`src/rtl/pciwin_pkg.sv`:
```
`timescale 1ns/1ps
package pciwin_pkg;
  localparam int NUM_WIN  = 4;
  localparam int IDX_W    = $clog2(NUM_WIN);
  localparam int WIN_SG   = 1;  // forwarded to the scatter/gather translator
  localparam int WIN_WIDE = 3;  // dual-address cycles only
  localparam int LOW_AW   = 32;

  typedef struct packed {
    logic             load;
    logic             hit;
    logic [IDX_W-1:0] winIdx;
  } ctrlStrobe_t;
endpackage

```
`src/rtl/pciwin_datapath.sv`:
```
`timescale 1ns/1ps
module pciwin_datapath
  import pciwin_pkg::*;
#(
  parameter int ADDR_W = 64,
  parameter int MEM_W  = 40
) (
  input  logic                      clk,
  input  logic                      rstN,
  input  logic                      reqDac,
  input  logic [ADDR_W-1:0]         reqAddr,
  input  logic [NUM_WIN-1:0]        winEnable,
  input  logic [NUM_WIN*ADDR_W-1:0] winBase,
  input  logic [NUM_WIN*ADDR_W-1:0] winMask,
  input  logic [NUM_WIN*ADDR_W-1:0] winXlate,
  input  ctrlStrobe_t               strobe,
  output logic [NUM_WIN-1:0]        matchVec,
  output logic [MEM_W-1:0]          memAddr
);
  localparam int HI_W = ADDR_W - LOW_AW;

  logic [ADDR_W-1:0] effAddr;
  logic [MEM_W-1:0]  mapped [NUM_WIN];
  logic [MEM_W-1:0]  memNext;

  // single-address cycles carry only the low word
  assign effAddr = reqDac ? reqAddr : {{HI_W{1'b0}}, reqAddr[LOW_AW-1:0]};

  for (genvar w = 0; w < NUM_WIN; w++) begin : g_win
    logic [ADDR_W-1:0] baseW;
    logic [ADDR_W-1:0] maskW;
    logic [MEM_W-1:0]  xlW;
    logic [MEM_W-1:0]  offs;
    logic              cycleOk;

    assign baseW = winBase[w*ADDR_W +: ADDR_W];
    assign maskW = winMask[w*ADDR_W +: ADDR_W];
    assign xlW   = winXlate[w*ADDR_W +: MEM_W];
    assign offs  = effAddr[MEM_W-1:0] & maskW[MEM_W-1:0];

    if (w == WIN_WIDE) begin : g_wide
      assign cycleOk = reqDac;
    end else begin : g_narrow
      assign cycleOk = !reqDac;
    end

    assign matchVec[w] = winEnable[w] && cycleOk &&
                         (((effAddr ^ baseW) & ~maskW) == '0);

    if (w == WIN_SG) begin : g_sg
      assign mapped[w] = offs;
    end else begin : g_direct
      assign mapped[w] = xlW + offs;
    end
  end

  assign memNext = strobe.hit ? mapped[strobe.winIdx] : '0;

  always_ff @(posedge clk or negedge rstN) begin
    if (!rstN) begin
      memAddr <= '0;
    end else if (strobe.load) begin
      memAddr <= memNext;
    end
  end
endmodule

```
`src/rtl/pciwin_ctrl.sv`:
```
`timescale 1ns/1ps
module pciwin_ctrl
  import pciwin_pkg::*;
(
  input  logic               clk,
  input  logic               rstN,
  input  logic               reqValid,
  input  logic [NUM_WIN-1:0] matchVec,
  output ctrlStrobe_t        strobe,
  output logic               outValid,
  output logic               outHit,
  output logic               outNoHit,
  output logic               outFwdSg,
  output logic [IDX_W-1:0]   outWinIdx
);
  logic             anyHit;
  logic [IDX_W-1:0] selIdx;

  // lowest index wins: scan from the top so lower entries overwrite
  always_comb begin
    anyHit = 1'b0;
    selIdx = '0;
    for (int i = NUM_WIN - 1; i >= 0; i--) begin
      if (matchVec[i]) begin
        anyHit = 1'b1;
        selIdx = IDX_W'(i);
      end
    end
  end

  assign strobe.load   = reqValid;
  assign strobe.hit    = anyHit;
  assign strobe.winIdx = selIdx;

  always_ff @(posedge clk or negedge rstN) begin
    if (!rstN) begin
      outValid  <= 1'b0;
      outHit    <= 1'b0;
      outNoHit  <= 1'b0;
      outFwdSg  <= 1'b0;
      outWinIdx <= '0;
    end else begin
      outValid <= reqValid;
      outHit   <= reqValid && anyHit;
      outNoHit <= reqValid && !anyHit;
      outFwdSg <= reqValid && anyHit && (selIdx == IDX_W'(WIN_SG));
      if (reqValid) outWinIdx <= selIdx;
    end
  end
endmodule

```
`src/rtl/pciwin_decoder.sv`:
```
`timescale 1ns/1ps
module pciwin_decoder
  import pciwin_pkg::*;
#(
  parameter int ADDR_W = 64,
  parameter int MEM_W  = 40
) (
  input  logic                      clk,
  input  logic                      rstN,
  input  logic                      reqValid,
  input  logic                      reqDac,
  input  logic [ADDR_W-1:0]         reqAddr,
  input  logic [NUM_WIN-1:0]        winEnable,
  input  logic [NUM_WIN*ADDR_W-1:0] winBase,
  input  logic [NUM_WIN*ADDR_W-1:0] winMask,
  input  logic [NUM_WIN*ADDR_W-1:0] winXlate,
  output logic                      outValid,
  output logic                      outHit,
  output logic                      outNoHit,
  output logic                      outFwdSg,
  output logic [IDX_W-1:0]          outWinIdx,
  output logic [MEM_W-1:0]          outMemAddr
);
  ctrlStrobe_t        strobe;
  logic [NUM_WIN-1:0] matchVec;

  pciwin_datapath #(.ADDR_W(ADDR_W), .MEM_W(MEM_W)) i_datapath (
    .clk(clk), .rstN(rstN), .reqDac(reqDac), .reqAddr(reqAddr),
    .winEnable(winEnable), .winBase(winBase), .winMask(winMask),
    .winXlate(winXlate), .strobe(strobe), .matchVec(matchVec),
    .memAddr(outMemAddr)
  );

  pciwin_ctrl i_ctrl (
    .clk(clk), .rstN(rstN), .reqValid(reqValid), .matchVec(matchVec),
    .strobe(strobe), .outValid(outValid), .outHit(outHit),
    .outNoHit(outNoHit), .outFwdSg(outFwdSg), .outWinIdx(outWinIdx)
  );
endmodule

```
`config.mk`:
```
export PLATFORM = sky130hd
export DESIGN_NAME = pciwin_decoder
export DESIGN_NICKNAME = d
export VERILOG_FILES = /design/src/rtl/pciwin_pkg.sv /design/src/rtl/pciwin_datapath.sv /design/src/rtl/pciwin_ctrl.sv /design/src/rtl/pciwin_decoder.sv
export SDC_FILE = /design/constraint.sdc
export NUM_CORES = 1
export LEC_CHECK = 0
export CAP_MARGIN = 20
export CORE_AREA = 2 2 340 342
export CTS_BUF_LIST = sky130_fd_sc_hd__clkbuf_2 sky130_fd_sc_hd__clkbuf_4 sky130_fd_sc_hd__clkbuf_8
export DETAILED_ROUTE_END_ITERATION = 8
export DIE_AREA = 0 0 342 344
export HOLD_SLACK_MARGIN = 0.05
export PLACE_DENSITY = 0.42
export SLEW_MARGIN = 15
export SYNTH_ARGS = -nofsm -noshare
export SYNTH_HDL_FRONTEND = slang
export SYNTH_SLANG_ARGS = --single-unit
```
`constraint.sdc`:
```
create_clock -name clk -period 1.9 [get_ports clk]
set_input_delay 0.19 -clock clk [delete_from_list [all_inputs] [get_ports clk]]
set_output_delay 0.19 -clock clk [all_outputs]
set_load 0.05 [all_outputs]
```
==> run_results.csv <==
group,metric,value,unit
die,fp.coreArea,0.114,mm²
layout,fin_util,32.6,%
grt,grt_max_degree,47,
synthesis,synth_flop_cell,"dfrtp_1",
clocking,clockBufferDepth,2,
die,dieArea,0.118,mm²
grt,grt-ovfl-total,0,
placed_design,dp_cells,5165,
layout,regArea,0.00115,mm²
placed_design,placed_area,0.0316,mm²
setup_path,crit_arrival,3.39,ns
synthesis,synth-adder-area-share,9.91,%
clocking,clkLatencyLatePin,0.33,ns
synthesis,synthTopCellsByArea,"xnor2_1 (12%), ha_1 (9.5%), a21oi_1 (7.6%)",
pwr,powerDensity,328,mW/mm²
placed_design,io_buffers,749,
clocking,cts_sinks,46,
synthesis,synth_edf_count,0,
sta,relSlewSlack,54.6,%
pwr,leakage,16.4,nW
setup_path,crit_buf_inv,4,
synthesis,synth_top_family_by_area,"compound AO/OA/AOI/OAI gates",
layout,drive_gt1_share,44.3,%
die,initial_core_util,13.5,%
layout,final_area,0.0371,mm²
die,io_pins,886,
clocking,clk_pin_slew_worst_paths,0.12,ns
layout,multi_input_area,0.0174,mm²
sta,skew,0,ns
sta,final.setup.worst_slack,-1.27,ns
pwr,power,12.2,mW
detailed_routing,wl_per_cell,28.9,µm
synthesis,async_flop_share,100,%
detailed_routing,postRouteAntennaNets,0,
synthesis,synth_top_area_cell,"xnor2_1",
setup_path,worstPathCellList,"buf_8, buf_6, buf_4, and2_4, ha_4, fa_2, a21oi_4, o21ai_4, o31ai_4, a31o_4, o21ai_1, a21o_1, a311oi_2, nand4b_1, o21ai_1, a2111oi_2, buf_4, or3_1",
setup_path,crit_required,2.12,ns
synthesis,mappedNetlistNets,3108,
layout,fillers,12200,
placed_design,gp_congestion,0.966,
job,max_cap_violations,0,
outcome,outcome,"finished with violations",
sta,worstMarginPinSlew,0.675,ns
synthesis,yosysMostFrequentCell,"a21oi_1",
sta,period_needed,3.17,ns
synthesis,avgSynthCellArea,7.16,µm²
detailed_routing,wl,154,mm
sta,final_max_slew_viol_count,0,
die,die_y,344,µm
grt,antenna_found_initial,78,
sta,rsz0062_at_grt,"yes",
clocking,cts_buffers,5,
pwr,ir_drop,0.000249,V
synthesis,synth.area.mux_share,0.920,%
synthesis,synth_top_area_share,11.6,%
synthesis,ys_seq_elements,46,
die,fp-row-count,124,
synthesis,synth-compound-area-share,33.5,%
die,die_x,342,µm
sta,setup_viol,45,
setup_path,cp_max_fo,3,
synthesis,synthTopCellsByCount,"a21oi_1 (233), xnor2_1 (203), nor2_1 (166)",
synthesis,yosys_warnings,0,
synthesis,ys_types,90,
setup_path,crit_family,"compound AO/OA/AOI/OAI gates",
detailed_routing,vias,24500,
synthesis,synthSimpleGateAreaFrac,27.4,%
synthesis,seq_area_frac_synth,7.49,%
detailed_routing,route.detailed.drc,0,
detailed_routing,first_pass_iters,7,
layout,nNetsFinal,4757,
setup_path,max_stage_delay,0.37,ns
setup_path,endpoint_kind,"flop",
detailed_routing,via_per_inst,4.59,
placed_design,post-place-ws,-3.17,ns
worst_hold_path,min_path_type,"in -> reg",
grt,grt_pass1_wl,198,mm
sta,max_freq,316,MHz
outcome,failed_checks,"negative setup slack",
clocking,cts_tree,"built",
setup_path,cpMaxStageDelayCell,"or3_1",
synthesis,netlist_area,0.0154,mm²
synthesis,netlist_instances,2148,
setup_path,startpoint_type,"input pin",
synthesis,yosys.area_share.xor_xnor,16.3,%
grt,grt_pass1_vias,24200,
grt,grt_usage,24.4,%
detailed_routing,drt_iter0_markers,1584,
clocking,htree_levels,2,
sta,min_period_over_period,167,%
layout,fin_cells,5341,
setup_path,setup.worst_path.class,"in -> reg",
clocking,ctsRootBufferMaster,"clkbuf_8",
sta,hold_slack,0.309,ns
layout,area_growth,141,%
sta,finalSetupTns,-48.68,ns
placed_design,hpwl,135,mm
sta,hold_viol,0,
[area by class of cell]
cell class / count / share of cell area [%]
Sequential cell: 46 / 3.10
Multi-Input combinational cell: 1958 / 46.9
Clock inverter: 3 / 0.118
Antenna cell: 31 / 0.209
Inverter: 35 / 0.375
Tap cell: 1512 / 5.10
Clock buffer: 5 / 0.186
Timing Repair Buffer: 1751 / 44.0
[layout by cell type, fill, tap and decap left out, drive strengths merged, types with 39 or more instances in the layout]
cell           count
a21bo             77
a21o              63
a21oi            233
and2             104
buf             1055
clkbuf            39
clkdlybuf4s50    518
dfrtp             46
dlygate4sd2       41
dlymetal6s2s      98
ha               117
nand2            150
nand3b            79
nor2             170
nor4              77
o21ai             95
o22ai            105
xnor2            207
xor2              75
[final timing paths]
kind                                                         start  depth (start not counted)                                 end  slack, ns
worst max-delay path                                    reqAddr[0]                         18  i_datapath.memAddr[24]$_DFFE_PN0P_      -1.27
worst min-delay path                                      reqValid                          2           i_ctrl.outValid$_DFF_PN0_       0.31
worst max register to register  i_datapath.memAddr[34]$_DFFE_PN0P_                          3  i_datapath.memAddr[34]$_DFFE_PN0P_       0.82
worst min register to register  i_datapath.memAddr[14]$_DFFE_PN0P_                          1  i_datapath.memAddr[14]$_DFFE_PN0P_       0.50
max in group asynchronous                                     rstN                          3  i_datapath.memAddr[34]$_DFFE_PN0P_       1.25
min in group asynchronous                                     rstN                          3   i_datapath.memAddr[5]$_DFFE_PN0P_       0.37
[flip-flops by register name, indices dropped and copies added (netlist names)]
register	count
i_ctrl.outFwdSg	1
i_ctrl.outHit	1
i_ctrl.outNoHit	1
i_ctrl.outValid	1
i_ctrl.outWinIdx	2
i_datapath.memAddr	40
[logic make-up (layout without fill, tap and decap cells)]
family / count (synthesis) / after routing
AO/OA/AOI/OAI: 769 / 769
buffers and inverters: 144 / 1794
XOR/XNOR: 282 / 282
adder cells (fa/ha/maj): 120 / 120
multiplexers: 14 / 14
AND/OR/NAND/NOR: 773 / 773
other: 0 / 31
flip-flops: 46 / 46
[layer usage]
| layer | wire length, µm | global-route usage, % | part of all wire [%] | up-vias |
|---|---|---|---|---|
| met5 | 490 | 0 | 0.32 | - |
| met4 | 4520 | 6.12 | 2.9 | 80 |
| met3 | 12700 | 6.43 | 8.3 | 235 |
| met2 | 69000 | 39.0 | 45 | 941 |
| met1 | 67500 | 32.4 | 44 | 11900 |
| li1 | - | - | - | 11400 |
[where the power goes]
| group | switching (mW) | leakage, nW | internal, mW |
|---|---|---|---|
| Combinational | 4.94 | 15.8 | 5.33 |
| Clock | 0.452 | 0.0587 | 0.397 |
| Sequential | 0.0236 | 0.614 | 1.01 |
[what timing repair did]
action,CTS,global route
setup endpoints to repair,45,45
hold endpoints to repair,46,0
gates resized for setup,373,659
setup buffers,72,72
pin swaps,115,227
hold buffers,1,0
cloned,5,5
(Power assumes the default switching activity.)
